File: src/rtl/mbd_pkg.sv
package mbd_pkg;
  localparam int CFG_REGS  = 2;
  localparam int BANKS     = 2 * CFG_REGS;
  localparam int IDX_W     = $clog2(BANKS);
  localparam int FIELD_W   = 16;
  localparam int REG_W     = 2 * FIELD_W;

  typedef struct packed {
    logic [CFG_REGS-1:0] load;
    logic                wideGran;
  } mbdStrobe_t;
endpackage

File: src/rtl/mbd_ctrl.sv
module mbd_ctrl
  import mbd_pkg::*;
#(
  parameter int REV_W      = 4,
  parameter int REV_THRESH = 5
) (
  input  logic             wrEn,
  input  logic             wrSel,
  input  logic [REV_W-1:0] revId,
  output mbdStrobe_t       strobe
);
  always_comb begin
    strobe = '0;
    for (int r = 0; r < CFG_REGS; r++) begin
      strobe.load[r] = wrEn && (wrSel == r[0]);
    end
    strobe.wideGran = (revId >= REV_W'(REV_THRESH));
  end
endmodule

File: src/rtl/mbd_bank_dec.sv
module mbd_bank_dec #(
  parameter int ADDR_W    = 32,
  parameter int BASE_W    = 8,
  parameter int MASK_W    = 5,
  parameter int BASE_SH_W = 24,
  parameter int BASE_SH_N = 22,
  parameter int SIZE_SH_W = 16,
  parameter int SIZE_SH_N = 14,
  localparam int USED_W   = BASE_W + MASK_W + 1,
  localparam int SU_W     = BASE_W + MASK_W + 1
) (
  input  logic [USED_W-1:0] field,
  input  logic              wideGran,
  input  logic [ADDR_W-1:0] addr,
  output logic              valid,
  output logic [ADDR_W-1:0] base,
  output logic [ADDR_W-1:0] size,
  output logic              match
);
  logic [BASE_W-1:0] baseField;
  logic [MASK_W-1:0] maskField;
  logic [SU_W-1:0]   sizeUnit;
  logic [ADDR_W:0]   endAddr;

  assign valid     = field[USED_W-1];
  assign baseField = field[BASE_W-1:0];
  assign maskField = field[BASE_W +: MASK_W];
  assign sizeUnit  = SU_W'({maskField, {BASE_W{1'b0}}}) + (SU_W'(1) << BASE_W);

  always_comb begin
    if (wideGran) begin
      base = ADDR_W'(baseField) << BASE_SH_W;
      size = ADDR_W'(sizeUnit) << SIZE_SH_W;
    end else begin
      base = ADDR_W'(baseField) << BASE_SH_N;
      size = ADDR_W'(sizeUnit) << SIZE_SH_N;
    end
  end

  assign endAddr = {1'b0, base} + {1'b0, size};
  assign match   = valid && (addr >= base) && ({1'b0, addr} < endAddr);
endmodule

File: src/rtl/mbd_dpath.sv
module mbd_dpath
  import mbd_pkg::*;
#(
  parameter int ADDR_W    = 32,
  parameter int BASE_W    = 8,
  parameter int MASK_W    = 5,
  parameter int BASE_SH_W = 24,
  parameter int BASE_SH_N = 22,
  parameter int SIZE_SH_W = 16,
  parameter int SIZE_SH_N = 14,
  localparam int USED_W   = BASE_W + MASK_W + 1
) (
  input  logic                     clk,
  input  logic                     rstN,
  input  mbdStrobe_t               strobe,
  input  logic [REG_W-1:0]         wrData,
  input  logic [ADDR_W-1:0]        reqAddr,
  output logic [BANKS-1:0]         bankValid,
  output logic [BANKS*ADDR_W-1:0]  bankBase,
  output logic [BANKS*ADDR_W-1:0]  bankSize,
  output logic                     hit,
  output logic [IDX_W-1:0]         bankIdx,
  output logic                     overlap
);
  logic [USED_W-1:0] fieldQ [BANKS];
  logic [BANKS-1:0]  bankMatch;
  logic              unusedWrBits;

  // even bank in the upper half, odd bank in the lower half
  always_ff @(posedge clk) begin
    if (!rstN) begin
      for (int b = 0; b < BANKS; b++) fieldQ[b] <= '0;
    end else begin
      for (int r = 0; r < CFG_REGS; r++) begin
        if (strobe.load[r]) begin
          fieldQ[2*r]   <= wrData[FIELD_W +: USED_W];
          fieldQ[2*r+1] <= wrData[0 +: USED_W];
        end
      end
    end
  end

  always_comb begin
    unusedWrBits = 1'b0;
    for (int h = 0; h < 2; h++) begin
      for (int k = USED_W; k < FIELD_W; k++) begin
        unusedWrBits = unusedWrBits ^ wrData[h*FIELD_W + k];
      end
    end
  end

  for (genvar b = 0; b < BANKS; b++) begin : g_bank
    mbd_bank_dec #(
      .ADDR_W(ADDR_W), .BASE_W(BASE_W), .MASK_W(MASK_W),
      .BASE_SH_W(BASE_SH_W), .BASE_SH_N(BASE_SH_N),
      .SIZE_SH_W(SIZE_SH_W), .SIZE_SH_N(SIZE_SH_N)
    ) u_dec (
      .field   (fieldQ[b]),
      .wideGran(strobe.wideGran),
      .addr    (reqAddr),
      .valid   (bankValid[b]),
      .base    (bankBase[b*ADDR_W +: ADDR_W]),
      .size    (bankSize[b*ADDR_W +: ADDR_W]),
      .match   (bankMatch[b])
    );
  end

  logic [IDX_W-1:0] selIdx;
  logic [IDX_W:0]   matchCnt;

  always_comb begin
    selIdx   = '0;
    matchCnt = '0;
    for (int b = BANKS - 1; b >= 0; b--) begin
      if (bankMatch[b]) begin
        selIdx   = IDX_W'(b);
        matchCnt = matchCnt + 1'b1;
      end
    end
  end

  always_ff @(posedge clk) begin
    if (!rstN) begin
      hit     <= 1'b0;
      bankIdx <= '0;
      overlap <= 1'b0;
    end else begin
      hit     <= |bankMatch;
      bankIdx <= selIdx;
      overlap <= (matchCnt > 1);
    end
  end
endmodule

File: src/rtl/mem_bank_decoder.sv
module mem_bank_decoder
  import mbd_pkg::*;
#(
  parameter int ADDR_W     = 32,
  parameter int REV_W      = 4,
  parameter int REV_THRESH = 5,
  parameter int BASE_W     = 8,
  parameter int MASK_W     = 5,
  parameter int BASE_SH_W  = 24,
  parameter int BASE_SH_N  = 22,
  parameter int SIZE_SH_W  = 16,
  parameter int SIZE_SH_N  = 14
) (
  input  logic                     clk,
  input  logic                     rstN,
  input  logic                     wrEn,
  input  logic                     wrSel,
  input  logic [REG_W-1:0]         wrData,
  input  logic [REV_W-1:0]         revId,
  input  logic [ADDR_W-1:0]        reqAddr,
  output logic [BANKS-1:0]         bankValid,
  output logic [BANKS*ADDR_W-1:0]  bankBase,
  output logic [BANKS*ADDR_W-1:0]  bankSize,
  output logic                     hit,
  output logic [IDX_W-1:0]         bankIdx,
  output logic                     overlap
);
  mbdStrobe_t strobe;

  mbd_ctrl #(.REV_W(REV_W), .REV_THRESH(REV_THRESH)) u_ctrl (
    .wrEn  (wrEn),
    .wrSel (wrSel),
    .revId (revId),
    .strobe(strobe)
  );

  mbd_dpath #(
    .ADDR_W(ADDR_W), .BASE_W(BASE_W), .MASK_W(MASK_W),
    .BASE_SH_W(BASE_SH_W), .BASE_SH_N(BASE_SH_N),
    .SIZE_SH_W(SIZE_SH_W), .SIZE_SH_N(SIZE_SH_N)
  ) u_dpath (
    .clk      (clk),
    .rstN     (rstN),
    .strobe   (strobe),
    .wrData   (wrData),
    .reqAddr  (reqAddr),
    .bankValid(bankValid),
    .bankBase (bankBase),
    .bankSize (bankSize),
    .hit      (hit),
    .bankIdx  (bankIdx),
    .overlap  (overlap)
  );
endmodule

File: config.mk
export PLATFORM = sky130hd
export DESIGN_NAME = mem_bank_decoder
export DESIGN_NICKNAME = d
export VERILOG_FILES = /design/src/rtl/mbd_pkg.sv /design/src/rtl/mbd_ctrl.sv /design/src/rtl/mbd_bank_dec.sv /design/src/rtl/mbd_dpath.sv /design/src/rtl/mem_bank_decoder.sv
export SDC_FILE = /design/constraint.sdc
export NUM_CORES = 1
export LEC_CHECK = 0
export ABC_AREA = 1
export BUFFER_PORTS_ARGS = -buffer_cell sky130_fd_sc_hd__buf_2
export CORE_MARGIN = 5
export CORE_UTILIZATION = 45
export CTS_CLUSTER_SIZE = 14
export DETAILED_ROUTE_END_ITERATION = 10
export PLACE_DENSITY = 0.86
export SYNTH_ARGS = -nofsm -noshare
export SYNTH_HDL_FRONTEND = slang
export SYNTH_SLANG_ARGS = --single-unit
File: constraint.sdc
create_clock -name clk -period 6.45 [get_ports clk]
set_clock_uncertainty 0.15 [all_clocks]
set_input_delay 0.9675 -clock clk [delete_from_list [all_inputs] [get_ports clk]]
set_output_delay 0.9675 -clock clk [all_outputs]
set_load 0.1 [all_outputs]
Word level (Yosys, flattened, before mapping). Memories as Yosys holds them, arrays and structs flattened. Index checks and enable logic that the tools add are counted.

Memories: 1. Bits of input ports: 72. Bits in latches: 0. Output and inout port bits: 264. Memory bits (writable): 56. Bits in read-only memories: 0. Register bits: 4.

Equality and inequality tests: 0. Order comparisons: 10. Shift-type cells: 0. Multiply operators: 0. Divide/modulo/power cells: 0. Add/sub/neg operators: 11. Bitwise logic cells: 6. Mux-type cells: 26. Reduce and logical (&&, ||, !) cells: 13.

Memory list: u_dpath.fieldQ (words 4, width 14, read ports 4, clocked after memory_dff 0, write ports 4, RTL line mbd_dpath.sv:25) `logic [USED_W-1:0] fieldQ [BANKS];`.

Operator list (count): adder 32 x 30 -> 33 bit (4); less-than comparator 32 x 33 -> 1 bit (4); >= comparator 32 bit (4); two-way mux 32 bit (4); two-way mux 30 bit (4); adder 13 x 9 -> 14 bit, second input constant (4); two-way mux 14 bit (4); logical AND 1 bit (10); two-way mux 1 bit (9); two-way mux 3 bit (3); adder 3 x 1 -> 3 bit, second input constant (2); >= comparator 4 x 3 -> 1 bit, second input constant (1); two-way mux 2 bit (2); OR 1 bit (4); OR reduction 4 bit (1); > comparator 3 x 1 -> 1 bit, second input constant (1); OR reduction 3 bit (1); adder 1 x 1 -> 2 bit, second input constant (1); NOT 1 bit (2); OR reduction 2 bit (1).

Depth between registers and ports, before layout. An unclocked memory read counts as a cell.

Word-level depth: 14. Depth in mapped cells: 32. Depth with buffers taken out: 30.

Modules after synthesis. Synthesis repeated with hierarchy kept, for this count alone.

Cells, all modules: 1183. Area, all modules: 8498.2 um^2.

By module, submodules not included: mbd_bank_dec at u_dpath.g_bank[0].u_dec ... (area each 1536.5 um^2, sequential area each 0.0 um^2, cells each 248, instances 3); mbd_dpath (area each 2329.7 um^2, sequential area each 1761.7 um^2, cells each 184, instances 1); mbd_bank_dec at u_dpath.g_bank[1].u_dec (area each 1531.5 um^2, sequential area each 0.0 um^2, cells each 248, instances 1); mbd_ctrl (area each 27.5 um^2, sequential area each 0.0 um^2, cells each 7, instances 1).

Worst setup path after synthesis. OpenSTA, ideal clock, no wires.

Path kind: input -> register. Start: input port revId[0]. End: register u_dpath.overlap. Stages on the path: 26. Required time: 6184 ps. Arrival time: 7006 ps. Library setup time: 116 ps. Setup slack: -822 ps. Buffers on the path: 3. Path through: o21ai_2 nand2_4 buf_4 buf_2 clkbuf_1 o21ai_0 ha_1 a21oi_1 nand2_2 a21oi_2 xor2_1 ha_1 a21oi_1 o21ai_0 a21oi_1 o21ai_0 a21o_1 nand2_1 nand2_1 ha_1 xor2_1 inv_1 ha_1 or2_0 nand2_1 a21oi_1.

Elaborated cells on any way between the ends: 37. Classes of those cells: add/sub (7); order compare (10); mux (12); reduce/logical (8).

RTL lines: from (decl) (RTL line mem_bank_decoder.sv:19) `input logic [REV_W-1:0] revId,`; >= comparator 4 x 3 -> 1 bit * (RTL line mbd_ctrl.sv:17) `strobe.wideGran = (revId >= REV_W'(REV_THRESH));`; two-way mux 30 bit * (RTL line mbd_bank_dec.sv:31) `if (wideGran) begin`; via bankSize[89] (RTL line mem_bank_decoder.sv:23) `output logic [BANKS*ADDR_W-1:0] bankSize,`; adder 32 x 30 -> 33 bit * (RTL line mbd_bank_dec.sv:40) `assign endAddr = {1'b0, base} + {1'b0, size};`; less-than comparator 32 x 33 -> 1 bit * (RTL line mbd_bank_dec.sv:41) `assign match = valid && (addr >= base) && ({1'b0, addr} < endAddr);`; logical AND 1 bit * (RTL line mbd_bank_dec.sv:41); two-way mux 3 bit * (RTL line mbd_dpath.sv:75) `if (bankMatch[b]) begin`; adder 3 x 1 -> 3 bit (RTL line mbd_dpath.sv:77) `matchCnt = matchCnt + 1'b1;`; two-way mux 3 bit * (RTL line mbd_dpath.sv:75); adder 3 x 1 -> 3 bit (RTL line mbd_dpath.sv:77); two-way mux 3 bit * (RTL line mbd_dpath.sv:75); > comparator 3 x 1 -> 1 bit * (RTL line mbd_dpath.sv:90) `overlap <= (matchCnt > 1);`; to (signal assigned) (RTL line mbd_dpath.sv:90); to (decl) (RTL line mbd_dpath.sv:23) `output logic overlap`.

The timed path passes the listed nets; every way through them passes the cells marked *. A chain may end at the register's enable or synchronous reset.

Worst setup path in the final report.
Start: input port revId[0]. End: register u_dpath.overlap.

Cells in the longest elaborated chain, start to end: 13. Elaborated cells on any way between the ends: 37. Classes of those cells: add/sub (7); order compare (10); mux (12); reduce/logical (8).

Ends and longest elaborated chain (RTL line): >= comparator 4 x 3 -> 1 bit * (mbd_ctrl.sv:17); two-way mux 30 bit or two-way mux 32 bit (tied branches) (mbd_bank_dec.sv:31); adder 32 x 30 -> 33 bit or >= comparator 32 bit (tied branches) (mbd_bank_dec.sv:40, mbd_bank_dec.sv:41); less-than comparator 32 x 33 -> 1 bit or logical AND 1 bit (tied branches) (mbd_bank_dec.sv:41); logical AND 1 bit (mbd_bank_dec.sv:41); two-way mux 1 bit (mbd_dpath.sv:75); adder 1 x 1 -> 2 bit (mbd_dpath.sv:77); two-way mux 3 bit (mbd_dpath.sv:75); adder 3 x 1 -> 3 bit (mbd_dpath.sv:77); two-way mux 3 bit (mbd_dpath.sv:75); adder 3 x 1 -> 3 bit (mbd_dpath.sv:77); two-way mux 3 bit * (mbd_dpath.sv:75); > comparator 3 x 1 -> 1 bit * (mbd_dpath.sv:90).

Every way passes the cells marked *; elsewhere a longest branch is shown, timed or not.

==> results.txt <==
Num ports - 336
Global-route layer with the greatest usage - met2
Worst r2r src - u_dpath.fieldQ[2][8]$_SDFFCE_PN0P_
CP Max Fanout - 27
Routed Antenna Nets - 0
MaxCap Viol Count - 0
DIE HEIGHT - 146 um
Worst-Margin Slew - 1140 ps
Period Utilization, post-route - 0.816
F_max - 190 MHz
CTS tree - yes
Clk pin slew, worst setup/hold paths - 50 ps
Detailed Route WL - 23000 um
CTS Hold Bufs - 0
DIE AREA - 21400 um2
Min cycle time layout - 5260 ps
Vias in the first global route - 6943
Dominant cells by area after synthesis - edfxtp_1 20%, ha_1 17%, buf_4 17%, nand2_1 8.1%, inv_1 7.4%
Setup_tns - 0 ps
Chip width - 146 um
CP startpoint - revId[0]
CTS buffer count - 9
Slew HR - 0.235
Initial DRC count - 451
Initial Util - 0.462
Share of layout cells above drive strength 1 - 0.166
Post CTS Setup Buffer Count - 0
TritonRoute pass-1 iters - 5
Core Footprint - 18100 um2
Power Total - 2.59 mW
Skew-Pair Late Insertion Delay - 330 ps
Synthesis-to-layout area growth - 7.30%
Hpwl dp - 19100 um
Top-area cell type share of the netlist area - 0.201
Leak pwr - 4.98 nW
Gr usage total - 0.204
Run status - complete, no violations
Setup Viol. Count Final - 0
First-pass GRT wire length - 35400 um
Register area share after synthesis - 0.211
GR Util met2 - 0.341
Via density - 4.78
Endpoints failing hold - 0
GR met1 Demand/Resource - 0.259
Nets - 1475
Fin Hold WS - 633 ps
Max H-tree Level - 3
Hold path start - u_dpath.fieldQ[0][13]$_SDFFCE_PN0P_
Gate Count Post-Synth - 1142
Met3 GRT Util - 0.0474
Critical Path RT - 6520 ps
Mapped Avg Cell Area - 7.31 um2
Async set or reset register ratio after synthesis - 0
DRC Markers - 0
Crit path kind - input pin to register
Diode count - 0
Post-CTS Resized - 0
IO Port Bufs - 147
CTS max path bufs - 2
Wire per inst - 15.1 um
VDD IR max - 0.000154 V
Gpl congestion - 0.925
Post-synthesis register bit count - 60
Pwr/cell area - 289 nW/um2
Clk sinks - 60
Largest net degree at the start of global routing - 50
Startpoint types - input pin
GRT overflow - 0
Fill cells - 1787
Antenna violations before repair - 0
# rows - 49
Clk root buf - clkbuf_16
Via count - 7242
Post-synth EDFFs - 56
Max-slew violations - 0
Dominant synthesized flop cell - edfxtp_1
Yosys top cell by area - edfxtp_1
Netlist Area Pre-Place - 8350 um2
Critical Path End Type - register
Yosys warnings - 0
Yosys cell types - 43
Unrepaired setup endpoints after global routing - no
CP arrival - 5340 ps
Min-delay worst type - register to register
routing by layer:
layer | up-vias | wire [um]
li1 | 3591 | -
met3 | 40 | 2080
met5 | - | 0
met2 | 320 | 10700
met4 | 0 | 660
met1 | 3291 | 9520
worst paths after layout:
path         depth (start not counted)  slack, ps                    endpoint
max                                 25       1190  u_dpath.overlap$_SDFF_PN0_
min                                  6        630  u_dpath.overlap$_SDFF_PN0_
min reg2reg                          6        630  u_dpath.overlap$_SDFF_PN0_
max reg2reg                         25       1550  u_dpath.overlap$_SDFF_PN0_
where the power goes:
part           total (mW)  switching (mW)  internal, mW
Sequential          0.489          0.0267         0.462
Combinational        1.56            1.27         0.290
Clock               0.533           0.162         0.372
Total                2.59            1.46          1.12
worst max-delay path, cell delays in order:
cell	delay [ps]
buf_2	100
o21ai_2	160
nand2_4	130
buf_4	260
o21ai_1	370
ha_1	390
a21oi_1	230
nand2_2	110
a21oi_2	130
xor2_1	180
ha_1	270
a21oi_1	120
o21ai_0	90
a21oi_1	180
o21ai_0	110
a21o_1	190
nand2_1	90
nand2_1	90
ha_1	320
xor2_1	180
inv_1	70
ha_1	270
or2_0	210
nand2_1	60
a21oi_1	50
logic make-up (layout without fill, tap and decap cells):
family	after synthesis	in the layout	synth area share
other	1	184	0.000449
and+or+nand+nor	400	400	0.204
AOI/OAI and AO/OA	147	147	0.103
xor gates and xnor gates	41	41	0.0439
adders and majority gates	120	120	0.183
DFF	60	60	0.211
buffers and inverters	373	335	0.254
stage by stage:
stage | cells | area, um2 | setup WS [ps] | utilization
after global routing | 1516 | 8960 | 868 | 0.495
after floorplan | 1325 | 9050 | 3.10 | -
after CTS | 1516 | 8960 | 1230 | 0.495
after global placement | 1501 | 8630 | 1000 | 0.477
after detailed placement | 1501 | 8630 | 900 | 0.477
final | 1516 | 8960 | 1190 | 0.495
Yosys cell counts, types with 3 or more instances:
| cell type | instances |
|---|---|
| nor4_1 | 3 |
| dfxtp_1 | 4 |
| nand2_2 | 16 |
| inv_1 | 165 |
| nand4_1 | 12 |
| nand3b_1 | 5 |
| o21a_1 | 4 |
| edfxtp_1 | 56 |
| nand3_1 | 31 |
| nor2_1 | 134 |
| fa_1 | 4 |
| nand3_2 | 4 |
| o21ai_2 | 7 |
| a21oi_2 | 3 |
| inv_2 | 3 |
| a21o_1 | 4 |
| buf_4 | 190 |
| o21bai_1 | 3 |
| ha_1 | 116 |
| a21oi_1 | 62 |
| clkbuf_1 | 12 |
| nor3_1 | 7 |
| xnor2_1 | 13 |
| o211ai_1 | 3 |
| nand2_1 | 181 |
| xor2_1 | 27 |
| o21ai_0 | 50 |
sequential cells by signal, summed over array words and instances (netlist names):
name and flops:
u_dpath.fieldQ 56, u_dpath.bankIdx 2, u_dpath.hit 1, u_dpath.overlap 1
cell usage in the layout, fill, tap and decap left out, types with 22 or more instances in the layout:
cell | netlist | layout
a21oi_1 | 62 | 62
buf_2 | 1 | 147
conb_1 | 1 | 184
o21ai_1 | 1 | 22
xor2_1 | 27 | 27
ha_1 | 116 | 116
o21ai_0 | 50 | 27
nand2_1 | 181 | 181
nand3_1 | 31 | 31
nor2_1 | 134 | 134
inv_1 | 165 | 165
edfxtp_1 | 56 | 56
cell type report:
type,instances,area (um2),share of cell area
sequential,60,1760,0.197
inverter,168,631,0.0704
timing repair buffer,152,773,0.0863
clock inverter,6,104,0.0116
tap,229,287,0.0320
clock buffer,9,225,0.0251
multi-input combinational,892,5180,0.578
No activity file was read; power rests on OpenSTA's default activity.
